===== src/rtl/muldiv_pkg.sv =====
package muldiv_pkg;

    typedef enum logic [1:0] {
        OP_MUL_S = 2'b00,
        OP_MUL_U = 2'b01,
        OP_DIV_S = 2'b10,
        OP_DIV_U = 2'b11
    } md_op_e;

    // Sign fix-up flags captured when an operation is accepted
    typedef struct packed {
        logic is_div;
        logic neg_prod;
        logic neg_quot;
        logic neg_rem;
    } md_flags_t;

endpackage


===== src/rtl/md_prep.sv =====
module md_prep
    import muldiv_pkg::*;
#(
    parameter int W = 32
) (
    input  logic [1:0]   op_i,
    input  logic [W-1:0] a_i,
    input  logic [W-1:0] b_i,
    output logic [W-1:0] mag_a_o,
    output logic [W-1:0] mag_b_o,
    output md_flags_t    flags_o
);

    logic sgn;
    logic a_neg;
    logic b_neg;
    logic b_zero;

    always_comb begin
        sgn     = ~op_i[0];
        a_neg   = sgn & a_i[W-1];
        b_neg   = sgn & b_i[W-1];
        b_zero  = (b_i == '0);
        mag_a_o = a_neg ? (~a_i + 1'b1) : a_i;
        mag_b_o = b_neg ? (~b_i + 1'b1) : b_i;
        flags_o.is_div   = op_i[1];
        flags_o.neg_prod = a_neg ^ b_neg;
        // A zero divisor keeps the all-ones quotient unsigned-looking
        flags_o.neg_quot = (a_neg ^ b_neg) & ~b_zero;
        flags_o.neg_rem  = a_neg;
    end

endmodule


===== src/rtl/md_engine.sv =====
module md_engine #(
    parameter int W = 32
) (
    input  logic         clk,
    input  logic         rst_n,
    input  logic         start_i,
    input  logic         is_div_i,
    input  logic [W-1:0] mag_a_i,
    input  logic [W-1:0] mag_b_i,
    output logic         busy_o,
    output logic         done_o,
    output logic [W-1:0] acc_o,
    output logic [W-1:0] mq_o
);

    localparam int CW = $clog2(W);
    localparam logic [CW-1:0] LAST = CW'(W - 1);

    typedef struct packed {
        logic          busy;
        logic          is_div;
        logic [CW-1:0] cnt;
        logic [W-1:0]  acc;
        logic [W-1:0]  mq;
        logic [W-1:0]  opnd;
    } eng_t;

    eng_t q, d;
    logic [W:0] msum;
    logic [W:0] dshift;
    logic [W:0] ddiff;

    always_comb begin
        d      = q;
        msum   = {1'b0, q.acc} + (q.mq[0] ? {1'b0, q.opnd} : '0);
        dshift = {q.acc, q.mq[W-1]};
        ddiff  = dshift - {1'b0, q.opnd};
        if (!q.busy) begin
            if (start_i) begin
                d.busy   = 1'b1;
                d.is_div = is_div_i;
                d.cnt    = '0;
                d.acc    = '0;
                d.mq     = mag_a_i;
                d.opnd   = mag_b_i;
            end
        end else begin
            if (q.is_div) begin
                d.acc = ddiff[W] ? dshift[W-1:0] : ddiff[W-1:0];
                d.mq  = {q.mq[W-2:0], ~ddiff[W]};
            end else begin
                d.acc = msum[W:1];
                d.mq  = {msum[0], q.mq[W-1:1]};
            end
            d.cnt = q.cnt + 1'b1;
            if (q.cnt == LAST) begin
                d.busy = 1'b0;
            end
        end
    end

    always_ff @(posedge clk or negedge rst_n) begin
        if (!rst_n) begin
            q <= '0;
        end else begin
            q <= d;
        end
    end

    assign busy_o = q.busy;
    assign done_o = q.busy && (q.cnt == LAST);
    assign acc_o  = d.acc;
    assign mq_o   = d.mq;

    // an accepted start begins a fresh count
    assert_start_loads_R6: assert property (@(posedge clk) disable iff (!rst_n)
        (start_i && !q.busy) |=> (q.busy && q.cnt == '0));

    // busy cannot drop before the final step
    assert_no_early_end_R6: assert property (@(posedge clk) disable iff (!rst_n)
        (q.busy && q.cnt != LAST) |=> q.busy);

    // a start during busy does not disturb the step count
    assert_start_ignored_R9: assert property (@(posedge clk) disable iff (!rst_n)
        (q.busy && start_i && q.cnt != LAST) |=> (q.cnt == $past(q.cnt) + 1'b1));

endmodule


===== src/rtl/md_fix.sv =====
module md_fix
    import muldiv_pkg::*;
#(
    parameter int W = 32
) (
    input  md_flags_t    flags_i,
    input  logic [W-1:0] acc_i,
    input  logic [W-1:0] mq_i,
    output logic [W-1:0] hi_o,
    output logic [W-1:0] lo_o
);

    logic [2*W-1:0] prod;

    always_comb begin
        prod = {acc_i, mq_i};
        if (flags_i.neg_prod) begin
            prod = ~prod + 1'b1;
        end
        if (flags_i.is_div) begin
            lo_o = flags_i.neg_quot ? (~mq_i + 1'b1) : mq_i;
            hi_o = flags_i.neg_rem  ? (~acc_i + 1'b1) : acc_i;
        end else begin
            hi_o = prod[2*W-1:W];
            lo_o = prod[W-1:0];
        end
    end

endmodule


===== src/rtl/muldiv_hilo.sv =====
module muldiv_hilo
    import muldiv_pkg::*;
#(
    parameter int W = 32
) (
    input  logic         clk,
    input  logic         rst_n,
    input  logic         start_i,
    input  logic [1:0]   op_i,
    input  logic [W-1:0] src_a_i,
    input  logic [W-1:0] src_b_i,
    output logic         busy_o,
    input  logic         rd_hi_i,
    output logic [W-1:0] rd_data_o
);

    typedef struct packed {
        logic [W-1:0] hi;
        logic [W-1:0] lo;
        md_flags_t    flags;
    } top_t;

    top_t q, d;

    logic [W-1:0] mag_a, mag_b;
    md_flags_t    flags_new;
    logic         eng_busy, eng_done;
    logic [W-1:0] eng_acc, eng_mq;
    logic [W-1:0] fix_hi, fix_lo;

    md_prep #(.W(W)) u_prep (
        .op_i    (op_i),
        .a_i     (src_a_i),
        .b_i     (src_b_i),
        .mag_a_o (mag_a),
        .mag_b_o (mag_b),
        .flags_o (flags_new)
    );

    md_engine #(.W(W)) u_engine (
        .clk      (clk),
        .rst_n    (rst_n),
        .start_i  (start_i),
        .is_div_i (flags_new.is_div),
        .mag_a_i  (mag_a),
        .mag_b_i  (mag_b),
        .busy_o   (eng_busy),
        .done_o   (eng_done),
        .acc_o    (eng_acc),
        .mq_o     (eng_mq)
    );

    md_fix #(.W(W)) u_fix (
        .flags_i (q.flags),
        .acc_i   (eng_acc),
        .mq_i    (eng_mq),
        .hi_o    (fix_hi),
        .lo_o    (fix_lo)
    );

    always_comb begin
        d = q;
        if (start_i && !eng_busy) begin
            d.flags = flags_new;
        end
        if (eng_done) begin
            d.hi = fix_hi;
            d.lo = fix_lo;
        end
    end

    always_ff @(posedge clk or negedge rst_n) begin
        if (!rst_n) begin
            q <= '0;
        end else begin
            q <= d;
        end
    end

    assign busy_o    = eng_busy;
    assign rd_data_o = rd_hi_i ? q.hi : q.lo;

    // Hi changes only at the edge where busy falls
    assert_hi_commit_R8: assert property (@(posedge clk) disable iff (!rst_n)
        (q.hi != $past(q.hi)) |-> $fell(eng_busy));

    // Lo changes only at the edge where busy falls
    assert_lo_commit_R8: assert property (@(posedge clk) disable iff (!rst_n)
        (q.lo != $past(q.lo)) |-> $fell(eng_busy));

    // the read port mirrors the selected register
    assert_read_path_R7: assert property (@(posedge clk) disable iff (!rst_n)
        rd_hi_i |-> (rd_data_o == q.hi));

endmodule


===== config.mk =====
export PLATFORM = sky130hd
export DESIGN_NAME = muldiv_hilo
export DESIGN_NICKNAME = d
export VERILOG_FILES = /design/src/rtl/muldiv_pkg.sv /design/src/rtl/md_prep.sv /design/src/rtl/md_engine.sv /design/src/rtl/md_fix.sv /design/src/rtl/muldiv_hilo.sv
export SDC_FILE = /design/constraint.sdc
export NUM_CORES = 1
export LEC_CHECK = 0
export ABC_CLOCK_PERIOD_IN_PS = 5300
export BUFFER_PORTS_ARGS = -buffer_cell sky130_fd_sc_hd__buf_4
export CORE_UTILIZATION = 35
export CTS_CLUSTER_SIZE = 20
export DETAILED_ROUTE_END_ITERATION = 8
export PLACE_DENSITY = 0.5
export SYNTH_ARGS = -nofsm -noshare
export SYNTH_HDL_FRONTEND = slang
export SYNTH_SLANG_ARGS = --single-unit
export TNS_END_PERCENT = 1

===== constraint.sdc =====
create_clock -name clk -period 5.3 [get_ports clk]
set_input_delay 0.53 -clock clk [delete_from_list [all_inputs] [get_ports clk]]
set_output_delay 0.53 -clock clk [all_outputs]
set_load 0.02 [all_outputs]

==> qor.yml, run 1 <==
synth:
  synthFlopType: "dfrtp_1"
  synth_area_um2: 15230
  ys_ff_latch: 170
  yosysSeqAreaShare_pct: 27.93
  synth_edf_count: 0
  yosysWarnings: 0
  ys_types: 91
  synth_nets: 2073
  synth-async-reset-ratio_pct: 100.0
  synth_cells: 1931
  syn_avg_cell_area_um2: 7.888
global_route:
  gr-total-overflow: 0
  antenna_found_initial: 3
  grt_max_degree: 126
  grt_use_total_pct: 27.06
  grt_pass1_wl_mm: 90.93
  first_global_vias: 14880
clock_tree:
  clockBufferDepth: 2
  clkTransAtPathRegs_ps: 70
  numCtsBuffers: 17
  tritoncts: "done"
  cts.sinks: 170
  root_buffer: "clkbuf_16"
  clk_latency_ps: 470
  cts_hold_buf: 0
  ctsHtreeMaxLevel: 4
timing:
  whs_ps: 113.2
  slew_headroom_pct: 25.18
  timing.final.max_slew_violations: 0
  grt_setup_unrepaired: "yes"
  setup_violations: 0
  finClkSkew_ps: 12.91
  max_slew.worst_pin.slew_ps: 1122
  hold_viol_final: 0
  tns_ps: 0
  timing.final.crit_share_pct: 96.28
  fmax_ghz: 0.1960
  period_minus_slack_ps: 5103
floorplan:
  chipHeight_um: 210.6
  dieArea_um2: 44350
  rows: 76
  dieWidth_um: 210.6
  core_um2: 42980
  start_util_pct: 35.44
  io_pins: 103
detailed_routing:
  routedWlPerCell_um: 22.02
  dr.pass1.iters: 6
  vias_per_cell: 5.757
  wirelength_mm: 59.79
  drt_iter0_drc: 1320
  drc_errors: 0
  drtAntennaViolNets: 0
  dr_total_vias: 15630
place:
  gp_congestion: 0.9300
  placed_area_um2: 17630
  numPortBuffers: 102
  dpl.hpwl_mm: 47.24
worst_setup_path:
  crit_start: "u_engine.dshift[22]"
  critPathRequiredTime_ps: 5640
  reg2reg_depth: 19
  reg2reg_slack_ps: 200
  worst-path-max-fanout: 5
  startpoint_type: "register"
  cp.arrival_ps: 5440
  endpoint_kind: "register"
  r2r-start: "u_engine.dshift[22]"
  critPathKind: "register to register"
  r2r_end: "q[64]"
hold_path:
  hold_class: "primary input to async pin"
cells_and_area:
  syn_to_final_growth_pct: 20.67
  final_common_cell: "buf_4"
  diodes: 0
  drive_gt1_share_pct: 19.58
  layout_common_cells: "buf_4, nand2_1, o21ai_0"
  fillers: 4464
  final_area_um2: 18380
  fin_nets: 2259
flow_run:
  drv_cap: 0
run_status:
  outcome: "finished, final reports clean"
stage by stage:
step,utilization (%),setup slack (ps),std cells
global placement,41.01,86.01,2677
finish,42.76,197.0,2715
detailed placement,41.01,-53.60,2677
global route,42.76,-30.11,2715
floorplan,-,-145.9,1931
CTS,42.39,24.83,2710
state kept, by name, summed over array words and instances, names as in the netlist:
register,flops
u_engine.q,68
u_engine.dshift,33
q,68
u_engine.busy_o,1
cell families (layout without fill, tap and decap cells):
logic type                 count (synthesis)  count (layout)  share of synthesized area (%)
xor gates and xnor gates                 138             138                          7.936
muxes                                     75              75                          5.299
DFF                                      170             170                          27.93
AOI/OAI and AO/OA                        594             594                          25.26
buffers and inverters                    192             391                          4.937
and+or+nand+nor                          690             690                          22.62
adders and majority gates                 72              72                          6.013
metal layers:
metal  vias up  part of all wire, %  routed length, um  track usage (%)
li1       7487                    -                  -                -
met1      7612                   48              28560            39.31
met2       489                   44              26570            41.47
met3        42                  6.2               3728            4.306
met4         0                  1.6                940            6.822
met5         -                    0                  0                0
worst max path at each step:
stage / to / slack (ps) / cells after the start
floorplan: q[64] / -150 / 23
global placement: q[64] / 90 / 19
detailed placement: q[64] / -50 / 19
CTS: q[64] / 20 / 19
global route: q[64] / -30 / 20
finish: q[64] / 200 / 19
worst max-delay path, cell delays in order (launching register included):
cell      delay [ps]
dfrtp_1          410
ha_1             350
nand4_1          190
nor4_2            50
buf_4            140
a21o_1           210
or3_4            370
o211ai_4         210
o21ai_1          110
inv_1            100
ha_1             170
o211ai_1         140
or4_4            530
or4b_4           540
or2_4            290
o31ai_4          350
nand4_4          200
or4_1            440
nor2_1           100
a221oi_1          50
Yosys cell counts, types with 12 or more instances:
master / instances / area (um^2)
nand2_1: 225 / 844.6
o21ai_0: 183 / 915.9
dfrtp_1: 170 / 4254
nor2_1: 128 / 480.5
a21oi_1: 120 / 600.6
clkbuf_1: 84 / 315.3
inv_1: 80 / 300.3
xnor2_1: 74 / 648.1
ha_1: 70 / 875.8
xor2_1: 64 / 560.5
nor3_1: 56 / 280.3
nand3_1: 53 / 265.3
mux2_2: 45 / 506.7
and2_1: 42 / 262.8
nand4_1: 31 / 193.9
mux2i_1: 30 / 300.3
nor4_1: 27 / 168.9
a31oi_1: 24 / 150.1
a21o_1: 22 / 165.2
nand2b_1: 21 / 131.4
a211oi_1: 20 / 150.1
o21a_1: 19 / 142.6
a22oi_1: 17 / 127.6
and3_1: 17 / 106.4
o211ai_1: 17 / 127.6
o31ai_1: 16 / 120.1
or4_1: 15 / 112.6
a311oi_1: 14 / 122.6
buf_2: 14 / 70.07
o41ai_1: 14 / 122.6
or3_1: 13 / 81.33
o221ai_1: 12 / 105.1
repair_timing:
item	CTS	global route
endpoints found under the setup margin	2	20
buffers inserted	1	5
cloned	0	0
resized for setup	0	26
pin swaps	1	7
final cells by class:
cell class	instances	area (um^2)	area share, %
multi-input combinational	1569	10380	56.48
inverter	80	300.3	1.634
sequential	170	4258	23.17
timing repair buffer	279	2123	11.55
clock buffer	18	439.2	2.390
tap	585	732.0	3.983
clock inverter	14	146.4	0.7965
Power of run 1 is left out: the tool's default activity adds up to more than one toggle a clock period on the data nets, which glitch-free logic cannot reach.
==> inputs of run 2 (changes only) <==
Settings changed: ABC_CLOCK_PERIOD_IN_PS 5300 to 4900, PLACE_DENSITY 0.5 to 0.48.
Clock period 5.3 ns to 4.9 ns, I/O delays scaled along.
==> qor.yml, run 2 (synthesis gave the netlist of run 1 again) <==
worst_setup_path:
  critPathKind: "register to register"  # unchanged
  cp_num_buf_inv: 1  # was 2
  endpoint_kind: "register"  # unchanged
  crit_chain: "and2_1 -> ha_1 -> fa_1 -> a21o_1 -> a31o_2 -> nand4_1 -> a21boi_2 -> or4_1 -> and3_1 -> a311o_1 -> a221o_1 -> or4_1 -> buf_4 -> or4_4 -> nor2_2 -> a221oi_1"  # was ha_1 -> nand4_1 -> nor4_2 -> buf_4 -> a21o_1 -> or3_4 -> o211ai_4 -> o21ai_1 -> inv_1 -> ha_1 -> o211ai_1 -> or4_4 -> or4b_4 -> or2_4 -> o31ai_4 -> nand4_4 -> or4_1 -> nor2_1 -> a221oi_1
  critPathRequiredTime_ps: 5250  # was 5640 ps
  startpoint_type: "register"  # unchanged
  crit_top_cell: "or4_1"  # was ha_1
  cp_top_family: "simple AND/OR/NAND/NOR gates"  # unchanged
  cp.arrival_ps: 5240  # was 5440 ps
  crit_path_top_delay_cell: "or4_1"  # was or4b_4
  worst-path-max-fanout: 3  # was 5
  reg2reg_depth: 16  # was 19
  r2r-start: "u_engine.q[32]"  # was u_engine.dshift[22]
  reg2reg_slack_ps: 9  # was 200 ps
  r2r_end: "q[64]"  # unchanged
  critPathMaxStageDelay_ps: 610  # was 540 ps
cells_and_area:
  fin_nets: 2377  # was 2259
  utilization_pct: 45.20  # was 42.76%
  final_common_cell: "buf_4"  # unchanged
  drive_gt1_share_pct: 24.79  # was 19.58%
  syn_to_final_growth_pct: 27.54  # was 20.67%
  layout_common_cells: "buf_4, nand2_1, o21ai_0"  # unchanged
timing:
  finClkSkew_ps: 16.16  # was 12.91 ps
  grt_setup_unrepaired: "yes"  # unchanged
  setup_violations: 0  # unchanged
  hold_viol_final: 0  # unchanged
  fmax_ghz: 0.2045  # was 0.1960 GHz
  timing.final.crit_share_pct: 99.81  # was 96.28%
  timing.final.max_slew_violations: 0  # unchanged
  slew_headroom_pct: 22.98  # was 25.18%
  period_minus_slack_ps: 4891  # was 5103 ps
  max_slew.worst_pin.slew_ps: 1155  # was 1122 ps
detailed_routing:
  drtAntennaViolNets: 0  # unchanged
  routedWlPerCell_um: 21.56  # was 22.02 um
  wirelength_mm: 61.09  # was 59.79 mm
  dr.pass1.iters: 6  # unchanged
  drc_errors: 0  # unchanged
  drt_iter0_drc: 1374  # was 1320
  dr_total_vias: 16030  # was 15630
  vias_per_cell: 5.655  # was 5.757
clock_tree:
  clk_latency_ps: 480  # was 470 ps
  numCtsBuffers: 17  # unchanged
  clkTransAtPathRegs_ps: 70  # about the same
  clockBufferDepth: 2  # unchanged
  cts.sinks: 170  # unchanged
  tritoncts: "done"  # unchanged
  ctsHtreeMaxLevel: 4  # unchanged
  root_buffer: "clkbuf_16"  # unchanged
global_route:
  grt_use_met2_pct: 42.01  # was 41.47%
  gr-total-overflow: 0  # unchanged
  first_global_vias: 15470  # was 14880
  grt_max_degree: 91  # was 126
  grt_use_total_pct: 27.77  # was 27.06%
  use_met3_pct: 4.574  # was 4.306%
  antenna_found_initial: 6  # was 3
  grt_use_met1_pct: 40.37  # was 39.31%
  grt_pass1_wl_mm: 93.20  # was 90.93 mm
  busiest_layer: "met2"  # unchanged
floorplan:
  io_pins: 103  # unchanged
  rows: 76  # unchanged
  start_util_pct: 35.44  # unchanged
  core_um2: 42980  # unchanged
  dieWidth_um: 210.6  # unchanged
  chipHeight_um: 210.6  # unchanged
  dieArea_um2: 44350  # unchanged
place:
  numPortBuffers: 102  # unchanged
  dpl.hpwl_mm: 48.75  # was 47.24 mm
  gp_congestion: 0.9437  # was 0.9300
flow_run:
  drv_cap: 0  # unchanged
hold_path:
  hold_class: "primary input to async pin"  # unchanged
run_status:
  outcome: "finished, final reports clean"  # unchanged
[run 2: cell count changes in the layout (fill, tap and decap cells not counted), moves of 3 or more]
cell	change
a21oi_1	-3
a21oi_2	+4
buf_12	+3
buf_4	+114
o31ai_1	-3
o31ai_2	+3
[run 2: worst max path at each step]
| stage | start | to | slack [ps] | cells past startpoint |
|---|---|---|---|---|
| 3_3_place_gp | u_engine.dshift[23] | q[64] | -130 | 20 |
| 6_report | u_engine.q[32] | q[64] | 9 | 16 |
| 5_1_grt | u_engine.dshift[0] | q[64] | -120 | 22 |
| 4_1_cts | u_engine.dshift[25] | q[64] | 7 | 19 |
| 2_1_floorplan | u_engine.dshift[25] | q[64] | -550 | 23 |
| 3_5_place_dp | u_engine.dshift[23] | q[64] | -160 | 19 |
[run 2: cell type report]
class | count | area, um^2
Inverter | 80 | 300.3
Timing Repair Buffer | 397 | 3050
Sequential cell | 170 | 4257
Tap cell | 585 | 732.0
Fill cell | 4409 | 23560
Antenna cell | 2 | 5.005
Multi-Input combinational cell | 1569 | 10520
Clock inverter | 13 | 123.9
Clock buffer | 18 | 439.2
[run 2: layer usage]
layer	vias up	routed length [um]
met5	-	13
met4	2	1408
met3	78	3429
met2	466	26590
met1	7766	29650
li1	7713	-
[run 2: per-stage QoR]
step / hold slack [ps] / TNS [ps] / std cells / cell area, um^2 / setup slack (ps)
after CTS: 156.8 / 0 / 2827 / 19220 / 7.149
final: 114.2 / 0 / 2834 / 19430 / 9.353
after global placement: 457.1 / -251.3 / 2795 / 18550 / -126.2
after global routing: 177.1 / -605.6 / 2832 / 19420 / -119.9
after floorplan: 194.4 / -3879 / 1931 / 15260 / -545.9
after detailed placement: 466.4 / -789.7 / 2795 / 18550 / -158.6
[run 2: timing repair]
item                                    in CTS  in global routing
pin swaps                                    4                 11
endpoints found under the setup margin      14                 21
gates cloned                                 0                  0
setup buffers                                1                  5
gates resized for setup                     18                 35
hold buffers                                 0                  0
[run 2: worst reg2reg max path, delay by kind of cell, from the launching register on]
kind | cells | cell delay [ps]
adders and majority gates | 2 | 600
buffers and inverters | 1 | 180
and+or+nand+nor | 7 | 2230
AOI/OAI and AO/OA | 6 | 1340
DFF | 1 | 440
Power of run 2 is left out for the same reason.
